$ cat config.mk
export PLATFORM = sky130hd
export DESIGN_NAME = twowire_mem_slave
export DESIGN_NICKNAME = d
export VERILOG_FILES = /design/src/rtl/twowire_mem_slave.sv
export SDC_FILE = /design/constraint.sdc
export NUM_CORES = 1
export LEC_CHECK = 0
export BUFFER_PORTS_ARGS = -buffer_cell sky130_fd_sc_hd__buf_2
export CAP_MARGIN = 20
export CORE_MARGIN = 4
export CORE_UTILIZATION = 42
export CTS_CLUSTER_DIAMETER = 200
export DETAILED_ROUTE_END_ITERATION = 7
export GPL_TIMING_DRIVEN = 0
export HOLD_SLACK_MARGIN = 0.1
export PLACE_DENSITY = 0.66
export SETUP_SLACK_MARGIN = 0.05
export SYNTH_ARGS = -nofsm -noshare
export SYNTH_HDL_FRONTEND = slang
export SYNTH_SLANG_ARGS = --single-unit
$ cat constraint.sdc
create_clock -name clk -period 2.3 [get_ports clk]
set_input_delay 0.345 -clock clk [delete_from_list [all_inputs] [get_ports clk]]
set_output_delay 0.345 -clock clk [all_outputs]
set_load 0.01 [all_outputs]
$ cat src/rtl/twowire_mem_slave.sv
module twowire_mem_slave #(
  parameter logic [3:0] DEV_TYPE = 4'b1010,
  parameter int         BYTE_W   = 8
) (
  input  logic              clk,
  input  logic              rst_n,
  input  logic              scl_in,
  input  logic              sda_in,
  input  logic [1:0]        dev_sel,
  input  logic              busy,
  output logic              sda_oe,
  output logic              blk_sel,
  output logic              waddr_vld,
  output logic [BYTE_W-1:0] waddr,
  output logic              wdat_vld,
  output logic [BYTE_W-1:0] wdat,
  output logic              rd_req,
  input  logic [BYTE_W-1:0] rd_data,
  output logic              stop_det
);
  localparam int CW = $clog2(BYTE_W + 2);
  localparam logic [CW-1:0] LAST = CW'(BYTE_W);
  localparam logic [CW-1:0] ACKB = CW'(BYTE_W + 1);

  typedef enum logic [2:0] {S_IDLE, S_DEV, S_WADDR, S_WDATA, S_READ} st_t;

  logic [2:0]        scl_q, sda_q;
  st_t               st;
  logic [CW-1:0]     cnt;
  logic [BYTE_W-1:0] sr;
  logic              rnw, mack;

  wire scl_s = scl_q[1], scl_p = scl_q[2];
  wire sda_s = sda_q[1], sda_p = sda_q[2];
  wire scl_rise = scl_s & ~scl_p;
  wire scl_fall = ~scl_s & scl_p;
  wire start_c  = scl_s & scl_p & sda_p & ~sda_s;
  wire stop_c   = scl_s & scl_p & ~sda_p & sda_s;
  wire hit      = sr[BYTE_W-1 -: 4] == DEV_TYPE && sr[BYTE_W-5 -: 2] == dev_sel && !busy;

  always_ff @(posedge clk or negedge rst_n) begin
    if (!rst_n) begin
      scl_q <= '1;
      sda_q <= '1;
    end else begin
      scl_q <= {scl_q[1:0], scl_in};
      sda_q <= {sda_q[1:0], sda_in};
    end
  end

  always_ff @(posedge clk or negedge rst_n) begin
    if (!rst_n) begin
      st <= S_IDLE; cnt <= '0; sr <= '0; rnw <= 1'b0; mack <= 1'b0;
      sda_oe <= 1'b0; blk_sel <= 1'b0; waddr <= '0; wdat <= '0;
      waddr_vld <= 1'b0; wdat_vld <= 1'b0; rd_req <= 1'b0; stop_det <= 1'b0;
    end else begin
      waddr_vld <= 1'b0;
      wdat_vld  <= 1'b0;
      rd_req    <= 1'b0;
      stop_det  <= 1'b0;
      if (start_c) begin
        st <= S_DEV; cnt <= '0; sda_oe <= 1'b0;
      end else if (stop_c) begin
        st <= S_IDLE; sda_oe <= 1'b0; stop_det <= 1'b1;
      end else if (st != S_IDLE) begin
        if (scl_rise) begin
          cnt <= cnt + 1'b1;
          if (st != S_READ && cnt < LAST) sr <= {sr[BYTE_W-2:0], sda_s};
          if (st == S_READ && cnt == LAST) begin
            mack   <= ~sda_s;
            rd_req <= ~sda_s;
          end
        end else if (scl_fall) begin
          if (cnt == LAST) begin
            unique case (st)
              S_DEV: if (hit) begin
                sda_oe <= 1'b1; blk_sel <= sr[1]; rnw <= sr[0]; rd_req <= sr[0];
              end else st <= S_IDLE;
              S_WADDR: begin sda_oe <= 1'b1; waddr_vld <= 1'b1; waddr <= sr; end
              S_WDATA: begin sda_oe <= 1'b1; wdat_vld <= 1'b1; wdat <= sr; end
              default: sda_oe <= 1'b0;
            endcase
          end else if (cnt == ACKB) begin
            cnt <= '0;
            unique case (st)
              S_DEV: if (rnw) begin
                st <= S_READ; sr <= rd_data; sda_oe <= ~rd_data[BYTE_W-1];
              end else begin
                st <= S_WADDR; sda_oe <= 1'b0;
              end
              S_READ: if (mack) begin
                sr <= rd_data; sda_oe <= ~rd_data[BYTE_W-1];
              end else begin
                st <= S_IDLE; sda_oe <= 1'b0;
              end
              S_WADDR: begin st <= S_WDATA; sda_oe <= 1'b0; end
              default: sda_oe <= 1'b0;
            endcase
          end else if (st == S_READ && cnt != '0) begin
            sda_oe <= ~sr[BYTE_W-2];
            sr     <= {sr[BYTE_W-2:0], 1'b0};
          end
        end
      end
    end
  end

  assert_oe_on_fall_R6: assert property (@(posedge clk) disable iff (!rst_n)
    $rose(sda_oe) |-> $past(scl_fall));
  assert_release_cause_R4: assert property (@(posedge clk) disable iff (!rst_n)
    $fell(sda_oe) |-> $past(scl_fall | start_c | stop_c));
  assert_ack_match_R2: assert property (@(posedge clk) disable iff (!rst_n)
    ($rose(sda_oe) && $past(st == S_DEV)) |->
      ($past(sr[BYTE_W-1 -: 4]) == DEV_TYPE && $past(sr[BYTE_W-5 -: 2]) == $past(dev_sel)));
  assert_busy_silent_R8: assert property (@(posedge clk) disable iff (!rst_n)
    ($rose(sda_oe) && $past(st == S_DEV)) |-> !$past(busy));
  assert_stop_idle_R1: assert property (@(posedge clk) disable iff (!rst_n)
    stop_det |-> (!sda_oe && st == S_IDLE));
  assert_strobe_acked_R5: assert property (@(posedge clk) disable iff (!rst_n)
    (waddr_vld | wdat_vld) |-> sda_oe);
endmodule

# After elaboration in Yosys (flattened, before gate mapping)
# Index checks and enable logic that the tools add are counted.
# word_totals
reg_bits	45
latchBits	0
ramBits	0
romBits	0
out_inout_bits	22
wordCells	147
n_memories	0
# classes
addsub	1
n_mul	0
n_div	0
magnitude_cmp	1
n_eq_ne	21
shift	0
muxes	66
bitwise	16
n_reduce_logical	27
# op_table
operator	count
8-bit 2-to-1 mux	8
1-bit 2-to-1 mux	36
3-bit 2-to-1 mux	11
4-bit 2-to-1 mux	7
3-bit nonzero test	6
8-bit one-hot mux with 2 select lines	1
8-bit AND reduction	2
5-bit AND reduction	3
7-bit AND reduction	2
4-bit equality test, second input constant	3
4-bit inequality test, second input constant	3
10-bit AND reduction	1
5-bit nonzero test	2
1-bit NOT	9
3-bit one-hot mux with 3 select lines	1
4-bit by 3-bit inequality test with 1-bit output, second input constant	2
4-bit nonzero test	2
1-bit AND	7
3-bit by 2-bit equality test with 1-bit output, second input constant	2
3-bit inequality test, second input constant	2
1-bit logical AND	5
5-bit by 4-bit inequality test with 1-bit output, second input constant	1
5-bit inequality test, second input constant	1
4-bit by 1-bit adder with 4-bit output, second input constant	1
11 further kinds	14

# Logic depth before layout (Yosys ltp)
# logic_depth
word_depth	11
depth_mapped	8
mapped_depth_nobuf	7

# Worst setup path before layout
# Ideal clock, no wire load.
# synth_path
path_type	register to register
startpoint	register scl_q[1]
endpoint	register sr[2]
setup_time_ns	0.125
arrival_time_ns	1.977
required_ns	2.175
path_slack_ns	0.198
stages_incl_launch_ff	7
n_path_buf	0
path_cell_list	dfstp_2 inv_1 ha_1 nor2_1 o311ai_1 nor3_4 mux2_4
# synth_via
elab_chain_cells	5
word_cells_on_any_way	19
classes_between	5 x eq/ne; 1 x mux; 10 x bitwise; 3 x reduce/logical
# synth_rtl
element	line_no	rtl
from (decl)	27	logic [2:0] scl_q, sda_q;
from (signal assigned)	46	scl_q <= {scl_q[1:0], scl_in};
1-bit AND	37, 38	
1-bit AND, on equally long branches (2 in series)	38, 37	
1-bit NOT (no line)	-	
10-bit AND reduction (no line)	-	
to (signal assigned)	68	if (st != S_READ && cnt < LAST) sr <= {sr[BYTE_W-2:0], sda_s};
to (signal assigned)	92	sr <= rd_data; sda_oe <= ~rd_data[BYTE_W-1];
to (signal assigned)	101	sr <= {sr[BYTE_W-2:0], 1'b0};
to (decl)	30	logic [BYTE_W-1:0] sr;
# Parallel ways exist; a longest one is shown, timed or not.
# A chain may end at the register's enable or synchronous reset.

# Worst setup path in the final report
# layout_path
startpoint	register cnt[0]
endpoint	register wdat[0]
# layout_via
elab_chain_cells	2
# layout_rtl
element	line_no	rtl
from (decl)	29	logic [CW-1:0] cnt;
from (signal assigned)	67	cnt <= cnt + 1'b1;
4-bit equality test	74	if (cnt == LAST) begin
7-bit AND reduction (no line)	-	
to (signal assigned)	54	sda_oe <= 1'b0; blk_sel <= 1'b0; waddr <= '0; wdat <= '0;
to (signal assigned)	80	S_WDATA: begin sda_oe <= 1'b1; wdat_vld <= 1'b1; wdat <= sr; end
to (decl)	16	output logic [BYTE_W-1:0] wdat,
# No other way between the ends.

==> results.sh <==
export IMPL_drv_cap=0
export IMPL_cp_max_fo=9
export IMPL_finalHoldViolations=0
export IMPL_max_stage_delay_ns=0.45
export IMPL_grt_first_pass_wirelength_mm=7.46
export IMPL_p_total_mw=2.25
export IMPL_critPathSlowestCell="nor2_2"
export IMPL_via_count=1600
export IMPL_worst_pin_slew_ns=0.521
export IMPL_synth_compound_area_share_pct=8.50
export IMPL_postSynth_asyncResetShare_pct=100
export IMPL_critPathBufInv=1
export IMPL_dr_pass1_iters=4
export IMPL_synth_adder_area_share_pct=3.84
export IMPL_hp_class="input port to flop"
export IMPL_yosys_area_share_simple_pct=13.8
export IMPL_peakVddDrop_mv=0.380
export IMPL_muxShareOfSynthArea_pct=18.8
export IMPL_gp_congestion=0.845
export IMPL_vias_per_cell=5.11
export IMPL_holdWs_ns=0.146
export IMPL_slew_violations=0
export IMPL_fmax_ghz=0.452
export IMPL_portBuffers=36
export IMPL_wl_per_cell_um=14.4
export IMPL_grt_use_total_pct=14.7
export IMPL_r2r_slack_ns=0.09
export IMPL_grt_ovfl_total=0
export IMPL_cts_num_sinks=45
export IMPL_synthDistinctLibCells=46
export IMPL_drc=0
export IMPL_clk_pin_slew_ns=0.08
export IMPL_ios=37
export IMPL_cts_buffers=5
export IMPL_syn_area_um2=2280
export IMPL_rows=26
export IMPL_worstSetupPathType="flop to flop"
export IMPL_max_slew_margin_pct=65.2
export IMPL_crit_chain="inv_1, ha_1, and3b_2, nand3_1, nor2_2, mux2_2"
export IMPL_ant_nets=0
export IMPL_die_area_um2=6670
export IMPL_netlist_instances=196
export IMPL_setup_ws_ns=0.0893
export IMPL_grt_antenna_before_repair=0
export IMPL_setup_viol=0
export IMPL_yosys_warnings=0
export IMPL_yosysSeqAreaShare_pct=49.7
export IMPL_final_nets=264
export IMPL_power_density_nw_per_um2=826
export IMPL_status="finished clean"
export IMPL_synth_ff_type="dfrtp_1"
export IMPL_synth_xor_area_share_pct=1.92
export IMPL_p_leak_nw=1.33
export IMPL_antennaDiodeCount=0
export IMPL_place_hpwl_mm=3.18
export IMPL_die_y_um=81.7
export IMPL_drive_gt1_share_pct=39.5
export IMPL_crit_arrival_ns=2.39
export IMPL_clockBufferDepth=2
export IMPL_synth_top_family_by_area="multiplexers"
export IMPL_area_growth_pct=19.6
export IMPL_finalCritPeriodShare_pct=96.1
export IMPL_initial_core_util_pct=44.1
export IMPL_fillers=470
export IMPL_totalWireLength_mm=4.50
export IMPL_first_global_vias=1525
export IMPL_cp_data_required_time_ns=2.48
export IMPL_die_width_um=81.7
export IMPL_critPathCaptureType="flop"
export IMPL_drt_initial_drc_count=92
export IMPL_period_needed_ns=2.21
export IMPL_grt_max_degree=46
export IMPL_cts_max_level=2
export IMPL_crit_family="simple AND/OR/NAND/NOR gates"
export IMPL_coreArea_um2=5170
export IMPL_cts_root_buffer="clkbuf_8"
export IMPL_startpoint_type="flop"
export IMPL_synth_seq_cells=45
export IMPL_cts_tree="yes"
export IMPL_fin_skew_ns=0.00923
export IMPL_pre_cts_slack_ns=-0.371
export IMPL_syn_nets=218
export IMPL_rsz0062_at_grt="yes"
export IMPL_synth_edff_count=0
export IMPL_insertion_delay_ns=0.30
export IMPL_avgSynthCellArea_um2=11.6
[path summary, 6_finish.rpt]
kind	start	end	depth (start not counted)
max in group asynchronous	rst_n	scl_q[1]	3
worst min register to register	scl_q[0]	scl_q[1]	0
min in group asynchronous	rst_n	stop_det	2
worst max-delay path	cnt[0]	wdat[0]	6
worst max register to register	cnt[0]	wdat[0]	6
worst min-delay path	scl_in	scl_q[0]	1
[cell families (layout without fill, tap and decap cells)]
group / count (synthesis) / count (layout)
and+or+nand+nor: 56 / 56
DFF: 45 / 45
muxes: 36 / 36
AOI/OAI and AO/OA: 30 / 30
buffers and inverters: 17 / 64
adders and majority gates: 7 / 7
xor gates and xnor gates: 5 / 5
[layer usage]
metal | vias up | track usage, % | share of wire, % | wire length, µm
li1 | 785 | - | - | -
met1 | 777 | 20.5 | 49 | 2190
met2 | 31 | 22.1 | 45 | 2050
met3 | 7 | 3.95 | 4.5 | 202
met4 | 0 | 5.15 | 1.4 | 61
met5 | - | 0 | 0 | 0
[layout by cell type, fill, tap and decap left out, types with 5 or more instances in the layout]
master / instances
a21oi_1: 7
mux2_4: 7
dfrtp_1: 39
inv_1: 10
buf_2: 38
nor3_1: 6
ha_1: 7
nor2_1: 11
dfstp_2: 6
nand2_1: 10
mux2_2: 23
o21ai_0: 9
clkbuf_8: 5
[flip-flops by register name (all words and copies together) (netlist names)]
name       count
sda_oe         1
stop_det       1
blk_sel        1
sda_q          3
mack           1
st             3
sr             8
waddr_vld      1
waddr          8
scl_q          3
rnw            1
rd_req         1
wdat           8
wdat_vld       1
cnt            4
[report_power, final]
group          leakage [nW]  total, mW  internal [mW]  switching [mW]
combinational         0.683      0.620          0.323           0.297
sequential            0.589       1.04          0.911           0.130
clock                0.0554      0.591          0.326           0.265
total                  1.33       2.25           1.56           0.692
[Yosys cell counts (2+ instances only)]
library cell / number / area (µm²)
a21oi_1: 7 / 35.0
a31oi_1: 3 / 18.8
and3_1: 2 / 12.5
buf_2: 3 / 15.0
clkbuf_1: 2 / 7.51
dfrtp_1: 39 / 976
dfstp_2: 6 / 158
ha_1: 7 / 87.6
inv_1: 10 / 37.5
mux2_1: 3 / 33.8
mux2_2: 23 / 259
mux2_4: 7 / 105
mux2i_1: 3 / 30.0
nand2_1: 10 / 37.5
nand2b_1: 3 / 18.8
nand3_1: 4 / 20.0
nand3b_1: 4 / 30.0
nor2_1: 14 / 52.6
nor3_1: 6 / 30.0
nor3b_1: 2 / 15.0
o21ai_0: 9 / 45.0
or3b_1: 2 / 17.5
xnor2_1: 4 / 35.0
[per-stage QoR]
step	area, µm²	std cells	util, %	setup TNS [ns]
global route	2730	313	52.8	-0.473
floorplan	2280	196	-	0
finish	2730	313	52.8	0
CTS	2680	309	51.8	0
detailed placement	2550	302	49.3	-4.22
global placement	2550	302	49.3	-3.31
[layout make-up]
| cell class | count | area (µm²) | share of cell area (%) |
|---|---|---|---|
| tap | 70 | 87.6 | 3.21 |
| sequential | 45 | 1130 | 41.5 |
| multi-input combinational | 134 | 1080 | 39.5 |
| clock inverter | 2 | 38.8 | 1.42 |
| timing repair buffer | 41 | 245 | 8.99 |
| clock buffer | 6 | 72.6 | 2.66 |
| buffer | 5 | 36.3 | 1.33 |
| inverter | 10 | 37.5 | 1.38 |
[what timing repair did]
item                       in CTS  in global routing
hold endpoints to repair        0                 19
buffers inserted                1                  2
setup endpoints to repair      23                 27
hold buffers                    0                  1
gates resized for setup         3                  2
pin swaps                       1                  1
No activity file was read; power rests on OpenSTA's default activity.
